[config.mk]
export PLATFORM = sky130hd
export DESIGN_NAME = trig_out_hold_sel
export DESIGN_NICKNAME = d
export VERILOG_FILES = /design/src/rtl/tosel_pkg.sv /design/src/rtl/tosel_src_mux.sv /design/src/rtl/tosel_hold_timer.sv /design/src/rtl/tosel_out_stage.sv /design/src/rtl/trig_out_hold_sel.sv
export SDC_FILE = /design/constraint.sdc
export NUM_CORES = 1
export LEC_CHECK = 0
export BUFFER_PORTS_ARGS = -buffer_cell sky130_fd_sc_hd__buf_2
export CELL_PAD_IN_SITES_DETAIL_PLACEMENT = 0
export CELL_PAD_IN_SITES_GLOBAL_PLACEMENT = 2
export CORE_AREA = 10 10 67 69
export CTS_CLUSTER_SIZE = 12
export DETAILED_ROUTE_END_ITERATION = 8
export DIE_AREA = 0 0 77 79
export PLACE_DENSITY_LB_ADDON = 0.1
export SLEW_MARGIN = 20
export SYNTH_ARGS = -nofsm -noshare
export SYNTH_HDL_FRONTEND = slang
export SYNTH_SLANG_ARGS = --single-unit
[constraint.sdc]
create_clock -name clk -period 2.6 [get_ports clk]
set_input_delay 0.52 -clock clk [delete_from_list [all_inputs] [get_ports clk]]
set_output_delay 0.52 -clock clk [all_outputs]
set_load 0.05 [all_outputs]
[src/rtl/tosel_pkg.sv]
package tosel_pkg;

    localparam int SEL_W   = 3;
    localparam int NUM_SRC = 5;

    typedef enum logic [SEL_W-1:0] {
        SRC_NONE     = 3'd0,
        SRC_FLAG     = 3'd1,
        SRC_PIN_IN   = 3'd2,
        SRC_PIN_OUT  = 3'd3,
        SRC_ADC      = 3'd4,
        SRC_LA       = 3'd5
    } trig_src_e;

    typedef struct packed {
        logic valid;
        logic level;
    } src_pick_t;

    function automatic logic sel_is_valid(input logic [SEL_W-1:0] code);
        return (code >= SRC_FLAG) && (code <= SRC_LA);
    endfunction

endpackage

[src/rtl/tosel_src_mux.sv]
module tosel_src_mux
    import tosel_pkg::*;
(
    input  logic [SEL_W-1:0]   sel,
    input  logic [NUM_SRC-1:0] src_vec,
    output src_pick_t          pick
);

    logic [NUM_SRC-1:0] hit;

    // One decode term per source: code i+1 picks bit i
    for (genvar i = 0; i < NUM_SRC; i++) begin : g_dec
        localparam logic [SEL_W-1:0] CODE = SEL_W'(i + 1);
        assign hit[i] = (sel == CODE) & src_vec[i];
    end

    always_comb begin
        pick.valid = sel_is_valid(sel);
        pick.level = pick.valid & (|hit);
    end

    always_comb begin
        AST_ONEHOT_DECODE: assert ($onehot0(hit));
    end

endmodule

[src/rtl/tosel_hold_timer.sv]
module tosel_hold_timer #(
    parameter int HOLD_CYCLES = 100000
) (
    input  logic clk,
    input  logic rst,
    input  logic arm,
    output logic busy
);

    localparam int CW = (HOLD_CYCLES > 1) ? $clog2(HOLD_CYCLES) : 1;
    localparam logic [CW-1:0] LOAD_VAL = CW'(HOLD_CYCLES - 1);

    logic [CW-1:0] cnt_q;

    always_ff @(posedge clk) begin
        if (rst) begin
            cnt_q <= '0;
        end else if (arm) begin
            cnt_q <= LOAD_VAL;
        end else if (cnt_q != '0) begin
            cnt_q <= cnt_q - 1'b1;
        end
    end

    assign busy = (cnt_q != '0);

    AST_CNT_RANGE: assert property (@(posedge clk) disable iff (rst)
        cnt_q <= LOAD_VAL);

    AST_ARM_WHEN_IDLE: assert property (@(posedge clk) disable iff (rst)
        arm |-> !busy);

endmodule

[src/rtl/tosel_out_stage.sv]
module tosel_out_stage
    import tosel_pkg::*;
(
    input  logic      clk,
    input  logic      rst,
    input  src_pick_t pick,
    input  logic      hold_busy,
    output logic      q,
    output logic      arm
);

    logic d;

    always_comb begin
        if (hold_busy) begin
            d   = q;
            arm = 1'b0;
        end else begin
            d   = pick.level;
            arm = pick.valid && (pick.level != q);
        end
    end

    always_ff @(posedge clk) begin
        if (rst) q <= 1'b0;
        else     q <= d;
    end

    AST_HOLD_FREEZE: assert property (@(posedge clk) disable iff (rst)
        hold_busy |=> $stable(q));

    AST_ONE_CYCLE: assert property (@(posedge clk) disable iff (rst)
        (!hold_busy && pick.valid) |=> (q == $past(pick.level)));

    AST_INVALID_LOW: assert property (@(posedge clk) disable iff (rst)
        (!hold_busy && !pick.valid) |=> !q);

endmodule

[src/rtl/trig_out_hold_sel.sv]
module trig_out_hold_sel
    import tosel_pkg::*;
#(
    parameter int HOLD_CYCLES = 100000
) (
    input  logic             clk,
    input  logic             rst,
    input  logic [SEL_W-1:0] sel,
    input  logic             flag_trig,
    input  logic             pin_in_trig,
    input  logic             pin_out_trig,
    input  logic             adc_trig,
    input  logic             la_trig,
    output logic             trig_o
);

    // Bit i is the source picked by code i+1
    logic [NUM_SRC-1:0] src_vec;
    src_pick_t          pick;
    logic               busy;
    logic               arm;

    assign src_vec = {la_trig, adc_trig, pin_out_trig, pin_in_trig, flag_trig};

    tosel_src_mux u_mux (
        .sel     (sel),
        .src_vec (src_vec),
        .pick    (pick)
    );

    tosel_hold_timer #(.HOLD_CYCLES(HOLD_CYCLES)) u_timer (
        .clk  (clk),
        .rst  (rst),
        .arm  (arm),
        .busy (busy)
    );

    tosel_out_stage u_out (
        .clk       (clk),
        .rst       (rst),
        .pick      (pick),
        .hold_busy (busy),
        .q         (trig_o),
        .arm       (arm)
    );

    AST_CHANGE_ARMS: assert property (@(posedge clk) disable iff (rst)
        (!busy && pick.valid && (pick.level != trig_o)) |=> (busy || (HOLD_CYCLES < 2)));

    AST_NO_HOLD_INVALID: assert property (@(posedge clk) disable iff (rst)
        (!busy && !pick.valid) |=> !busy);

    AST_RESET_CLEARS: assert property (@(posedge clk)
        rst |=> (!trig_o && !busy));

endmodule

# == After elaboration in Yosys (flattened, before gate mapping) ==
# Index checks and enable logic that the tools add are counted.
# totals
regBits,18
output_inout_bits,1
in_bits,10
wordCells,27
# op_classes
eq_ne,6
n_mux,3
addsub,1
n_reduce_logical,6
bitwise_logic,6
n_lt_le_gt_ge,2
# ops
cell,count
$mux W17,2
$reduce_bool A17 Y1,1
$sub A17 B1 Y17 const B,1
$and A1 B1 Y1,6
$eq A3 B2 Y1 const B,2
$eq A3 B3 Y1 const B,2
$reduce_or A5 Y1,1
$eq A3 B1 Y1 const B,1
$ge A3 B1 Y1 const B,1
$le A3 B3 Y1 const B,1
$logic_and A1 B1 Y1,2
$reduce_bool A2 Y1,1
$reduce_or A2 Y1,1
$mux W1,1
$ne A1 B1 Y1,1

# == Logic depth before layout (Yosys ltp) ==
# logic_depth
ltp_word,8
mapped_depth,8
depth_no_buf,7

# == Hierarchy ==
# From an unflattened synthesis, not the netlist that was laid out.
# hier_totals
cells_unflattened,129
hier_area_um2,1072.3
# by_module_without_submodules
mod,n_inst,area_each_um2,cells_per_inst
tosel_hold_timer,1,949.7,113
tosel_src_mux,1,67.6,11
tosel_out_stage,1,55.1,5

# == Least setup slack after synthesis ==
# OpenSTA, ideal clock, no wires.
# synth_path
path_type,reg2reg
start,register u_timer.cnt_q[4]
end,register u_timer.cnt_q[9]
t_arrival_ns,1.747
t_required_ns,2.526
path_stages_with_launch,6
period_less_slack_ns,1.821
path_buffers,1
slack_ns,0.779
cell_sequence,dfxtp_1 or3_1 buf_2 or4_1 or3_1 a31oi_1
# synth_via
elab_chain_cells,3
elab_cells_between_ends,6
# synth_lines
item,line,rtl
"start, declared",tosel_hold_timer.sv:13,logic [CW-1:0] cnt_q;
"start signal, assigned",tosel_hold_timer.sv:21,cnt_q <= cnt_q - 1'b1;
$sub A17 B1 Y17 or $reduce_bool A17 Y1 (tied branches),"tosel_hold_timer.sv:21, tosel_hold_timer.sv:20, tosel_hold_timer.sv:25",
$mux W17 or $mux W1 (tied branches),"tosel_hold_timer.sv:20, tosel_out_stage.sv:15",
$mux W17 or $reduce_bool A2 Y1 (tied branches),n/a,
# Parallel ways exist; a longest one is shown, timed or not. The select of a mux whose other input is x is not followed.
# A chain may end at the register's enable or synchronous reset.

# == Worst setup path after layout ==
# layout_path
start,register u_timer.cnt_q[7]
end,register u_timer.cnt_q[4]
# layout_via
elab_chain_cells,3
elab_cells_between_ends,4
# layout_lines
item,line,rtl
$reduce_bool A17 Y1 (*),"tosel_hold_timer.sv:20, tosel_hold_timer.sv:25",
$mux W1,tosel_out_stage.sv:15,if (hold_busy) begin
$mux W17 or $reduce_bool A2 Y1 (tied branches),n/a,
# Every way passes the cells marked *; elsewhere a longest branch is shown, timed or not.

==> impl.org <==
** Power and ir drop
- For this design the static power due to leakage is 0.434 nW.
- In this run the power density over the cells is 1210 nW/um2.
- Power comes to 1.39 mW.
- Highest ir drop seen on vdd :: 425 uV

** Layout
- At the end of the flow, the number of nets in the layout was 147.
- The multi-input combinational cells in the finished layout cover a total of 616 um2.
- Counting the fill cells in the layout gives 366.
- With fillers left out, the area of the finished cells amounts to 1150 um2.
- The area growth from synthesis to layout is 14.2%.
- In the final layout, the share of cells above drive strength 1 is 0.164.
- Diode count :: 0
- Summing all flip-flop and latch instances after layout gives 360 um2.
- Post-route insts no fill :: 180

** Clock network
- Worst-Skew Late Latency :: 0.30 ns
- Number of gates resized after cts :: 0
- The number of setup buffers added after CTS is 0.
- CTS Hold Bufs :: 0
- Clock tree synthesis inserted a total of 3 buffers.
- Clock tree from TritonCTS :: built
- The clock passes through at most 2 buffers.
- Root buffer cell :: sky130_fd_sc_hd__clkbuf_4
- Count of H-tree levels built during CTS :: 1
- Clock-pin slew was measured on the worst setup and hold paths at 0.12 ns.
- CTS saw 18 sinks.

** Drt
- Dividing the detail-routed wire length by the instance count gives 14.9 um.
- Total wire length :: 2690 um
- Number of remaining DRC errors :: 0
- After the first detailed-routing iteration, the DRC count stood at 87.
- After detailed routing, the wire length on met1 is 1300 um.
- Vias :: 975
- Summed over all nets, wire length on met2 after detailed routing comes to 1300 um.
- Dividing the detail-routed via count by the number of cells gives 5.42.
- Total length of routed met3 wires :: 75 um
- The highest metal layer carrying signal wires in the routed design is met4.
- TritonRoute pass-1 iters :: 4
- Routed Antenna Nets :: 0

** Die
- The die is 79 um tall.
- The floorplan step defined a die boundary enclosing 6080 um2.
- Core footprint :: 3230 um2
- After floorplanning, the core was divided into 21 placement rows.
- In this run the count of I/O pins placed on the die edge is 11.
- The initial utilization of the core area, before any placement, comes to 0.310.
- Die width :: 77 um

** GRT
- Across every metal layer, demand over resource in global routing totals 0.0870.
- Number of antenna violations at the first check in global routing :: 0
- Final global-route overflow total :: 0
- Global-route wire length before repair :: 4380 um
- The number of global-route vias before repair was 941.
- Entering global routing, the biggest net connects 19 pins.

** STA
- At the pin with the least slew margin, the transition time is 0.773 ns.
- For the final routed database, the setup TNS stands at 0 ns.
- Number of pins exceeding their max-slew limit in the final report :: 0
- The number of failing hold endpoints at the final stage came to 0.
- Number of setup violations in the final report :: 0
- Setup repair after global routing left no endpoint under its margin.
- Post-layout min period :: 2.10 ns
- Worst max-slew margin expressed relative to the limit :: 0.480
- Highest attainable clock frequency :: 477 MHz
- Final clock skew :: 0.00977 ns
- Final clock period utilization by the worst path :: 0.806
- Hold Slack :: 0.512 ns

** Worst setup path
- Critical-path maximum fanout :: 9
- For flop-to-flop paths, the worst setup slack is 0.50 ns.
- Endpoint of the worst-slack reg-to-reg timing path :: u_timer.cnt_q[4]$_SDFFE_PP0P_
- In this run the critical register-to-register path is launched from u_timer.cnt_q[7]$_SDFFE_PP0P_.
- The critical path is of the reg2reg type.
- Counting cells, the worst reg-to-reg path comes to 5.
- The worst setup path is captured at a flip-flop.
- At the worst endpoint, the arrival time is 2.28 ns.
- The worst setup path is launched from a flip-flop.
- Worst Path Required :: 2.79 ns

** Yosys
- The cell area that synthesis handed to floorplanning was 1000 um2.
- For this run, the leading register cell type out of synthesis is sky130_fd_sc_hd__dfxtp_1.
- Sequential-to-total area share from yosys stat :: 0.359
- Count of state elements after synthesis :: 18
- Post-synthesis cell type count :: 36
- After technology mapping, the gate count stands at 122.
- Counting flops with an async set or reset pin after synthesis yields a share of 0.
- Syn nets :: 134
- For this run, the number of Yosys warnings is 0.
- Mean post-synth cell area :: 8.23 um2
- Post-synth EDFFs :: 0

** Worst hold path
- Hold Path Depth :: 2
- Class of the tightest hold or removal check :: reg2reg
- The worst hold path terminates at u_timer.cnt_q[16]$_SDFFE_PP0P_.
- The startpoint identified for the worst hold timing path is u_timer.cnt_q[16]$_SDFFE_PP0P_.

** Status
- Outcome :: finished clean

** Placed design
- After detailed placement, the design holds a cell count of 176.
- After legalization and detailed placement, the total HPWL measured 2060 um.
- Gp weighted congestion :: 0.753
- After detailed placement, the total cell area comes to 1110 um2.
- Quantity of I/O buffers inserted on ports :: 10

** Job
- Number of max-cap violations :: 0
[logic make-up after synthesis]
family / share of synthesized area
fa+ha+maj: 0.0249
mux: 0.0324
simple gates: 0.354
compound gates: 0.167
flops: 0.359
buf+inv: 0.0274
xor+xnor: 0.0349
[registers in the layout (all words and copies together) (netlist names)]
name and count:
u_timer.cnt_q 17, u_out.q 1
[worst max-delay path by stage]
stage	start	end	slack, ns	cells past startpoint
3_3_place_gp	u_timer.cnt_q[7]$_SDFFE_PP0P_	u_timer.cnt_q[16]$_SDFFE_PP0P_	0.54	5
3_5_place_dp	u_timer.cnt_q[7]$_SDFFE_PP0P_	u_timer.cnt_q[4]$_SDFFE_PP0P_	0.54	5
2_1_floorplan	u_timer.cnt_q[4]$_SDFFE_PP0P_	u_timer.cnt_q[9]$_SDFFE_PP0P_	0.78	5
6_report	u_timer.cnt_q[7]$_SDFFE_PP0P_	u_timer.cnt_q[4]$_SDFFE_PP0P_	0.50	5
5_1_grt	u_timer.cnt_q[12]$_SDFFE_PP0N_	u_timer.cnt_q[4]$_SDFFE_PP0P_	0.35	6
4_1_cts	u_timer.cnt_q[7]$_SDFFE_PP0P_	u_timer.cnt_q[4]$_SDFFE_PP0P_	0.52	5
[final cells by class]
cell class	instances	area share
Tap cell	46	0.0502
Clock buffer	4	0.0317
Timing Repair Buffer	12	0.0568
Multi-Input combinational cell	97	0.537
Inverter	3	0.00983
Sequential cell	18	0.314
[worst max-delay path, stage by stage (launching register included)]
cell	delay, ns
sky130_fd_sc_hd__dfxtp_1	0.39
sky130_fd_sc_hd__or4_1	0.60
sky130_fd_sc_hd__nor2_1	0.25
sky130_fd_sc_hd__nand2_1	0.29
sky130_fd_sc_hd__a21oi_1	0.36
sky130_fd_sc_hd__nor4b_1	0.10
[per-stage QoR]
step | setup WS (ns) | util
after floorplan | 0.779 | -
after global placement | 0.536 | 0.343
after detailed placement | 0.540 | 0.343
after CTS | 0.516 | 0.355
after global routing | 0.348 | 0.355
final | 0.504 | 0.355
[where the power goes]
group	switching (mW)	internal, mW	total (mW)
clock network	0.0978	0.0854	0.183
logic	0.447	0.292	0.739
registers	0.101	0.362	0.463
[cells in the final DEF (no fill, tap or decap), types with 4 or more instances in the layout]
cell / instances
sky130_fd_sc_hd__buf_2: 10
sky130_fd_sc_hd__nand3_1: 6
sky130_fd_sc_hd__nand2_1: 12
sky130_fd_sc_hd__a31oi_1: 4
sky130_fd_sc_hd__nor3_1: 10
sky130_fd_sc_hd__and3_1: 5
sky130_fd_sc_hd__a211oi_1: 6
sky130_fd_sc_hd__dfxtp_1: 18
sky130_fd_sc_hd__a21oi_1: 9
sky130_fd_sc_hd__nor2_1: 6
sky130_fd_sc_hd__nor4_1: 6
[routing by layer]
layer / vias up / track usage
met5: - / 0
met4: 0 / 0.0219
met3: 2 / 0.0180
met2: 10 / 0.150
met1: 469 / 0.108
li1: 494 / -
[synthesized netlist by cell type (2+ instances only)]
library cell,n,share of area
sky130_fd_sc_hd__and3_1,5,0.031
sky130_fd_sc_hd__nand2_1,12,0.045
sky130_fd_sc_hd__a21oi_1,9,0.045
sky130_fd_sc_hd__nand3_1,6,0.030
sky130_fd_sc_hd__or3_1,2,0.012
sky130_fd_sc_hd__dfxtp_1,18,0.36
sky130_fd_sc_hd__clkbuf_1,2,0.0075
sky130_fd_sc_hd__xor2_1,3,0.026
sky130_fd_sc_hd__nand3b_1,3,0.022
sky130_fd_sc_hd__or4_1,3,0.022
sky130_fd_sc_hd__nor2_1,6,0.022
sky130_fd_sc_hd__a31oi_1,4,0.025
sky130_fd_sc_hd__o31ai_1,3,0.022
sky130_fd_sc_hd__ha_1,2,0.025
sky130_fd_sc_hd__nor4_1,6,0.037
sky130_fd_sc_hd__mux2_2,2,0.022
sky130_fd_sc_hd__nor3_1,10,0.050
sky130_fd_sc_hd__inv_1,3,0.011
sky130_fd_sc_hd__a211oi_1,6,0.045
No activity file was read; power rests on OpenSTA's default activity.
